===== src/rtl/apb_mon_pkg.sv =====
package apb_mon_pkg;
  localparam int NRULE    = 5;
  localparam int RI_ORDER = 0;
  localparam int RI_SETUP = 1;
  localparam int RI_WAIT  = 2;
  localparam int RI_HOLD  = 3;
  localparam int RI_EXCL  = 4;
endpackage


===== src/rtl/apb_mon_history.sv =====
module apb_mon_history #(
  parameter int AW = 32,
  parameter int DW = 32
) (
  input  logic          clk,
  input  logic          rst_n,
  input  logic          sel,
  input  logic          enable,
  input  logic [AW-1:0] addr,
  input  logic          write,
  input  logic [DW-1:0] wdata,
  output logic          prev_sel,
  output logic          prev_enable,
  output logic [AW-1:0] prev_addr,
  output logic          prev_write,
  output logic [DW-1:0] prev_wdata
);
  logic          cap_en;
  logic [AW-1:0] addr_n;
  logic          write_n;
  logic [DW-1:0] wdata_n;

  // payload is only compared after a selected cycle, so capture only then
  always_comb begin
    cap_en  = sel;
    addr_n  = cap_en ? addr  : prev_addr;
    write_n = cap_en ? write : prev_write;
    wdata_n = cap_en ? wdata : prev_wdata;
  end

  always_ff @(posedge clk or negedge rst_n) begin
    if (!rst_n) begin
      prev_sel    <= 1'b0;
      prev_enable <= 1'b0;
      prev_addr   <= '0;
      prev_write  <= 1'b0;
      prev_wdata  <= '0;
    end else begin
      prev_sel    <= sel;
      prev_enable <= enable;
      prev_addr   <= addr_n;
      prev_write  <= write_n;
      prev_wdata  <= wdata_n;
    end
  end

  AST_PREV_SEL_TRACKS: assert property (@(posedge clk) disable iff (!rst_n)
    sel |=> prev_sel) else $error("prev_sel lost");
endmodule


===== src/rtl/apb_mon_wait_timer.sv =====
module apb_mon_wait_timer #(
  parameter int WAIT_LIMIT = 16
) (
  input  logic clk,
  input  logic rst_n,
  input  logic access,
  input  logic ready,
  output logic start,
  output logic timeout
);
  localparam int CNTW = (WAIT_LIMIT > 1) ? $clog2(WAIT_LIMIT) : 1;
  localparam logic [CNTW-1:0] LAST_OFS = CNTW'(WAIT_LIMIT - 1);

  logic            busy, busy_n;
  logic            expired, expired_n;
  logic [CNTW-1:0] cnt, cnt_n;
  logic [CNTW-1:0] offset;
  logic            stall;

  always_comb begin
    offset  = busy ? cnt : '0;
    stall   = access & ~ready;
    start   = access & ~busy;
    timeout = stall & ~expired & (offset == LAST_OFS);
    if (stall) begin
      busy_n    = 1'b1;
      cnt_n     = (offset == LAST_OFS) ? offset : offset + CNTW'(1);
      expired_n = expired | timeout;
    end else begin
      busy_n    = 1'b0;
      cnt_n     = '0;
      expired_n = 1'b0;
    end
  end

  always_ff @(posedge clk or negedge rst_n) begin
    if (!rst_n) begin
      busy    <= 1'b0;
      cnt     <= '0;
      expired <= 1'b0;
    end else begin
      busy    <= busy_n;
      cnt     <= cnt_n;
      expired <= expired_n;
    end
  end

  AST_TIMEOUT_ONCE: assert property (@(posedge clk) disable iff (!rst_n)
    timeout |=> !timeout) else $error("timeout repeated");
  AST_REARM_ON_DONE: assert property (@(posedge clk) disable iff (!rst_n)
    (access && ready) |=> (!expired && start == access)) else $error("no re-arm");
endmodule


===== src/rtl/apb_mon_rule_stat.sv =====
module apb_mon_rule_stat #(
  parameter int CW = 16
) (
  input  logic          clk,
  input  logic          rst_n,
  input  logic          hit,
  input  logic          bad,
  output logic          pulse,
  output logic          sticky,
  output logic [CW-1:0] count
);
  logic          cnt_en;
  logic [CW-1:0] count_n;
  logic          sticky_n;

  always_comb begin
    cnt_en   = hit & ~(&count);
    count_n  = cnt_en ? count + CW'(1) : count;
    sticky_n = sticky | bad;
  end

  always_ff @(posedge clk or negedge rst_n) begin
    if (!rst_n) begin
      pulse  <= 1'b0;
      sticky <= 1'b0;
      count  <= '0;
    end else begin
      pulse  <= bad;
      sticky <= sticky_n;
      count  <= count_n;
    end
  end

  AST_STICKY_HOLD: assert property (@(posedge clk) disable iff (!rst_n)
    sticky |=> sticky) else $error("sticky cleared");
  AST_PULSE_MARKS: assert property (@(posedge clk) disable iff (!rst_n)
    pulse |-> sticky) else $error("pulse without sticky");
  AST_COUNT_SAT: assert property (@(posedge clk) disable iff (!rst_n)
    (&count) |=> (&count)) else $error("counter wrapped");
  AST_COUNT_STEP: assert property (@(posedge clk) disable iff (!rst_n)
    (count != $past(count)) |-> (count == $past(count) + CW'(1))) else $error("counter jump");
endmodule


===== src/rtl/apb_rule_monitor.sv =====
module apb_rule_monitor
  import apb_mon_pkg::*;
#(
  parameter int AW         = 32,
  parameter int DW         = 32,
  parameter int CW         = 16,
  parameter int WAIT_LIMIT = 16
) (
  input  logic              clk,
  input  logic              rst_n,
  input  logic              sel,
  input  logic              enable,
  input  logic              ready,
  input  logic [AW-1:0]     addr,
  input  logic              write,
  input  logic [DW-1:0]     wdata,
  input  logic              peer_sel,
  input  logic              peer_enable,
  output logic [NRULE-1:0]  viol_pulse,
  output logic [NRULE-1:0]  viol_sticky,
  output logic [NRULE*CW-1:0] trig_count
);
  logic          prev_sel, prev_enable, prev_write;
  logic [AW-1:0] prev_addr;
  logic [DW-1:0] prev_wdata;
  logic          access, peer_access, was_setup, mismatch;
  logic          wt_start, wt_timeout;
  logic [NRULE-1:0] hit_vec, bad_vec;

  apb_mon_history #(.AW(AW), .DW(DW)) u_hist (
    .clk(clk), .rst_n(rst_n), .sel(sel), .enable(enable), .addr(addr),
    .write(write), .wdata(wdata), .prev_sel(prev_sel), .prev_enable(prev_enable),
    .prev_addr(prev_addr), .prev_write(prev_write), .prev_wdata(prev_wdata)
  );

  apb_mon_wait_timer #(.WAIT_LIMIT(WAIT_LIMIT)) u_wait (
    .clk(clk), .rst_n(rst_n), .access(access), .ready(ready),
    .start(wt_start), .timeout(wt_timeout)
  );

  always_comb begin
    access      = sel & enable;
    peer_access = peer_sel & peer_enable;
    was_setup   = prev_sel & ~prev_enable;
    mismatch    = (addr != prev_addr) | (write != prev_write) |
                  (prev_write & (wdata != prev_wdata));

    hit_vec[RI_ORDER] = enable & ~prev_enable;
    bad_vec[RI_ORDER] = hit_vec[RI_ORDER] & ~prev_sel;
    hit_vec[RI_SETUP] = was_setup;
    bad_vec[RI_SETUP] = was_setup & ~access;
    hit_vec[RI_WAIT]  = wt_start;
    bad_vec[RI_WAIT]  = wt_timeout;
    hit_vec[RI_HOLD]  = was_setup & access;
    bad_vec[RI_HOLD]  = hit_vec[RI_HOLD] & mismatch;
    hit_vec[RI_EXCL]  = access;
    bad_vec[RI_EXCL]  = access & peer_access;
  end

  for (genvar r = 0; r < NRULE; r++) begin : g_rule
    apb_mon_rule_stat #(.CW(CW)) u_stat (
      .clk(clk), .rst_n(rst_n), .hit(hit_vec[r]), .bad(bad_vec[r]),
      .pulse(viol_pulse[r]), .sticky(viol_sticky[r]),
      .count(trig_count[r*CW +: CW])
    );
  end

  AST_ORDER_FLAG: assert property (@(posedge clk) disable iff (!rst_n)
    (enable && !prev_enable && !prev_sel) |=> viol_pulse[RI_ORDER]) else $error("order");
  AST_SETUP_FLAG: assert property (@(posedge clk) disable iff (!rst_n)
    (prev_sel && !prev_enable && !(sel && enable)) |=> viol_pulse[RI_SETUP]) else $error("setup");
  AST_HOLD_FLAG: assert property (@(posedge clk) disable iff (!rst_n)
    (prev_sel && !prev_enable && sel && enable && addr != prev_addr) |=> viol_pulse[RI_HOLD]) else $error("hold");
  AST_EXCL_FLAG: assert property (@(posedge clk) disable iff (!rst_n)
    (sel && enable && peer_sel && peer_enable) |=> viol_pulse[RI_EXCL]) else $error("excl");
  AST_EXCL_QUIET: assert property (@(posedge clk) disable iff (!rst_n)
    !(peer_sel && peer_enable) |=> !viol_pulse[RI_EXCL]) else $error("excl false");
endmodule


===== config.mk =====
export PLATFORM = sky130hd
export DESIGN_NAME = apb_rule_monitor
export DESIGN_NICKNAME = d
export VERILOG_FILES = /design/src/rtl/apb_mon_pkg.sv /design/src/rtl/apb_mon_history.sv /design/src/rtl/apb_mon_wait_timer.sv /design/src/rtl/apb_mon_rule_stat.sv /design/src/rtl/apb_rule_monitor.sv
export SDC_FILE = /design/constraint.sdc
export NUM_CORES = 1
export LEC_CHECK = 0
export ABC_AREA = 1
export BUFFER_PORTS_ARGS = -buffer_cell sky130_fd_sc_hd__buf_2
export CORE_ASPECT_RATIO = 0.8
export CORE_MARGIN = 2
export CORE_UTILIZATION = 57
export CTS_CLUSTER_DIAMETER = 40
export DETAILED_ROUTE_END_ITERATION = 12
export HOLD_SLACK_MARGIN = 0.06
export MAX_ROUTING_LAYER = met4
export PLACE_DENSITY = 0.8
export SYNTH_ARGS = -nofsm -noshare
export SYNTH_HDL_FRONTEND = slang
export SYNTH_HIERARCHICAL = 1
export SYNTH_SLANG_ARGS = --single-unit

===== constraint.sdc =====
create_clock -name clk -period 2 [get_ports clk]
set_input_delay 0.1 -clock clk [delete_from_list [all_inputs] [get_ports clk]]
set_output_delay 0.1 -clock clk [all_outputs]
set_load 0.05 [all_outputs]

---- After elaboration in Yosys (flattened, before gate mapping) ----
Index checks and enable logic that the tools add are counted.
cells by class
  $add $sub $neg .......................... 6
  equality and inequality tests ........... 4
  muxes and demuxes ....................... 5
  bitwise operators ....................... 38
  reduce and logical (&&, ||, !) cells .... 5
operator list
  kind                     count
  $add A16 B1 Y16 const B  5
  $reduce_and A16 Y1       5
  $ne A32 B32 Y1           2
  $and A1 B1 Y1            19
  $mux W4                  3
  $not A1 Y1               11
  $or A1 B1 Y1             8
  $add A4 B1 Y4 const B    1
  $eq A4 B4 Y1 const B     1
  $mux W1                  2
  $ne A1 B1 Y1             1
word-level totals
  bits in registers ....................... 163
  bits of input ports ..................... 72
  output and inout port bits .............. 90
  logic and storage cells ................. 81

---- Logic depth before layout (Yosys ltp) ----
  depth after elaboration ................. 6
  mapped depth ............................ 12
  gate-level depth less buffers ........... 12

---- Hierarchy ----
Netlist, hierarchy kept.
by module, submodules not included
  module              instances  cells each  area each (sq um)  sequential area each (sq um)
  apb_mon_rule_stat   5          150         1,143.6            450.4
  apb_mon_history     1          277         2,522.4            1,676.6
  apb_rule_monitor    1          217         1,046.0            0.0
  apb_mon_wait_timer  1          42          321.6              150.1

---- Least setup slack after synthesis ----
Ideal clock, no wire load.
  kind .................................... reg2reg
  from .................................... register g_rule[4].u_stat.count[0]
  to ...................................... register g_rule[4].u_stat.count[11]
  setup time .............................. 122 ps
  data arrival time ....................... 1,577 ps
  required time ........................... 1,878 ps
  path slack .............................. 301 ps
  cell stages (with the launch flop) ...... 9
  path buffers ............................ 0
  clock period less this slack ............ 1,699 ps
  cell sequence ........................... dfrtp_1 -> ha_1 -> inv_1 -> nor2_4 -> nand2_4 -> nor2_8 -> nor2_4 -> nand2_1 -> o21ai_2
on the way
  word-level cells in the longest chain between the ends .. 3
  elaborated cells on any way between the ends .. 4
  those cells by class .................... 1 x add/sub; 2 x bitwise; 1 x reduce/logical
ends and longest elaborated chain
  item                                                     line                     source
  start: declaration                                       apb_mon_rule_stat.sv:10  output logic [CW-1:0] count
  start signal: assignment                                 apb_mon_rule_stat.sv:30  count <= count_n;
  branches (longest 3 deep; another with $add A16 B1 Y16)  -
Parallel ways; which one is timed is not known.
A chain may end at the register's enable or synchronous reset.

---- Worst setup path in the final report ----
  from .................................... input enable
  to ...................................... register g_rule[2].u_stat.count[14]
on the way
  word-level cells in the longest chain between the ends .. 3
ends and longest elaborated chain
  item                    line                      source
  start: declaration      apb_rule_monitor.sv:12    input logic enable,
  $and A1 B1 Y1           apb_rule_monitor.sv:42    access = sel & enable;
  via access              apb_rule_monitor.sv:26    logic access, peer_access, was_setup, mismatch;
  $and A1 B1 Y1           apb_mon_wait_timer.sv:23  start = access & ~busy;
  via hit_vec[2]          apb_rule_monitor.sv:28    logic [NRULE-1:0] hit_vec, bad_vec;
  $and A1 B1 Y1           apb_mon_rule_stat.sv:17   cnt_en = hit & ~(&count);
  end signal: assignment  apb_mon_rule_stat.sv:30
  end: declaration        apb_mon_rule_stat.sv:10
The timed path passes the listed nets, and every way through them passes these cells.

==> results.cfg <==
[grt]
grt_pass1_wl_mm = 40.9
grt_pass1_vias = 8811
antenna_found_initial = 0
grt.total_usage = 0.291
grt_overflow_total = 0
grt_max_degree = 68

[timing]
min_period_ns = 1.73
period_share = 0.866
clock_skew_ns = 0.0109
worst_pin_slew_ns = 0.702
slew_headroom = 0.532
grt_setup_unrepaired = false
hold_viol = 0
finalMaxSlewViolations = 0
setup_viol = 0
max_freq_ghz = 0.577
setup_tns_ns = 0

[synth]
synth.distinct_cells = 29
synth_top_cell_by_area = dfrtp_1
synth-edff-count = 0
yosysSeqAreaShare = 0.425
syn_inst = 1286
syn_nets = 1364
yosys_warnings = 6
synth_most_common_cell = nand2_1
synth_top_area_share = 0.425
synth_area_leaders = dfrtp_1 42%, nand2_1 22%, inv_1 4.9%
synth.ff_latch_count = 163
synth.cell_area_um2 = 9610
async_flop_share = 1.00
synthTopCellsByCount = 567 x nand2_1, 163 x dfrtp_1, 126 x inv_1, 105 x nor2_1, 49 x nand3_1
avgSynthCellArea_um2 = 7.47
synth_flop_cell = dfrtp_1

[placed_design]
gp_congestion = 0.939
io_buffer_count = 161
hpwlAfterDp_mm = 16.4

[drt]
dr.pass1.iters = 7
ant_nets = 0
wire_per_inst_um = 13.6
drt_wl_total_mm = 24.1
vias = 9027
vias_per_cell = 5.11
drc = 0
drtIter0Drc = 601

[worst_setup_path]
cp.arrival_ns = 2.06
slowest_delay_ns = 0.54
crit_family = buffers and inverters
cp_common_cell = nand2_1
reg2reg_from = u_hist/prev_wdata[3]
r2r_cells = 9
crit_chain = dlygate4sd3_1, buf_2, nand2_1, inv_1, inv_1, nor2_2, nand2_1, nor2_2, nand2_1, nor2_1, nand3_1, nand2_1, inv_1
r2r_slack_ns = 0.27
cp-end-kind = register
cp_num_buf_inv = 5
reg2reg_to = g_rule[3].u_stat/sticky
cp-startpoint = enable
path_max_fanout = 4
critPathKind = primary input to register
slowest_stage = dlygate4sd3_1
cp-start-kind = primary input
critical_path_required_ns = 2.32

[power_and_ir_drop]
cellPowerDensity_nw_per_um2 = 838
total_power_mw = 10.1
p_leak_nw = 6.43
peakVddDrop_mv = 0.543

[clocking]
path_clk_slew_ns = 0.07
h-tree-depth = 4
insertion_delay_ns = 0.43
post_cts_buffers = 0
tritoncts = done
clock-root-buffer = clkbuf_16
cts.sinks = 163
cts_buffer_depth = 2
cts_buffers = 17

[finish]
syn2layout_area_growth_pct = 25.1
final_net_count = 1610
fillers = 1236
drive_gt1_frac = 0.208
n_antenna_cell = 0

[status]
status = complete, no violations

[floorplanning]
fp.dieH_um = 120
fp.dieW_um = 149
start_util = 0.582
core_area_um2 = 16500
io_pins = 162
core.rowCount = 42
dieArea_um2 = 17900

[job]
drv_cap = 0

[worst_hold_path]
min_path_type = primary input to async pin
==> flip-flops by register name (all words and copies together), names as in the netlist <==
signal	cells
u_hist/prev_wdata	32
u_wait/cnt	4
g_rule.u_stat/pulse	5
u_wait/expired	1
u_hist/prev_write	1
u_hist/prev_addr	32
g_rule.u_stat/count	80
u_hist/prev_sel	1
u_wait/busy	1
g_rule.u_stat/sticky	5
u_hist/prev_enable	1
==> stage by stage <==
step	cells	worst slack [ns]	util	hold WS [ns]	instance area [um^2]
after floorplan	1286	0.301	-	-0.196	9610
after global placement	1662	0.343	0.647	-0.00261	10700
after detailed placement	1662	0.296	0.647	0.00346	10700
after CTS	1765	0.152	0.728	0.109	12000
after global routing	1765	0.119	0.728	0.137	12000
final	1765	0.268	0.728	0.112	12000
==> where the power goes <==
part           internal, mW  switching (mW)
clock                  2.11            1.41
sequential             3.64           0.430
combinational         0.744            1.74
==> layer usage <==
layer	vias up	GRT usage	wire (um)	share of wire
met5	-	-	0	0
met4	0	0.108	725	0.030
met3	70	0.0570	1710	0.071
met2	373	0.465	11400	0.47
met1	4138	0.369	10200	0.42
li1	4446	-	-	-
==> cell type report <==
class                           instances  area (um^2)  area share
Multi-Input combinational cell        967         4880       0.406
Sequential cell                       163         4080       0.339
Timing Repair Buffer                  241         1620       0.134
Inverter                              142          539      0.0449
Clock buffer                           18          429      0.0357
Tap cell                              220          275      0.0229
Clock inverter                         14          199      0.0166
==> cell usage in the layout (no fill, tap or decap), types with 23 or more instances in the layout <==
cell type,netlist,final
nand2_1,567,567
nand3_1,49,49
nand4_1,36,36
dfrtp_1,163,163
buf_2,7,160
nor2_4,26,26
xnor2_1,42,42
dlygate4sd3_1,0,71
xor2_1,23,23
inv_1,126,126
nor2_1,105,104
==> logic make-up after synthesis <==
family,synth area share
simple gates,0.412
flops,0.425
buf+inv,0.0676
xor+xnor,0.0593
fa+ha+maj,0.00781
compound gates,0.0284
==> how the worst max path moves through the flow <==
| stage | end | depth (start not counted) |
|---|---|---|
| after global routing | g_rule[2].u_stat/count[14] | 13 |
| after global placement | g_rule[2].u_stat/count[14] | 12 |
| final | g_rule[2].u_stat/count[14] | 13 |
| after CTS | g_rule[2].u_stat/count[14] | 13 |
| after detailed placement | g_rule[2].u_stat/count[14] | 12 |
| after floorplan | g_rule[4].u_stat/count[11] | 8 |
==> repair_timing <==
item	4_1_cts	5_1_grt
setup endpoints to repair	0	1
hold endpoints to repair	238	0
gates resized for setup	0	1
hold buffers	71	0
Power figures use the tool's default switching activity.
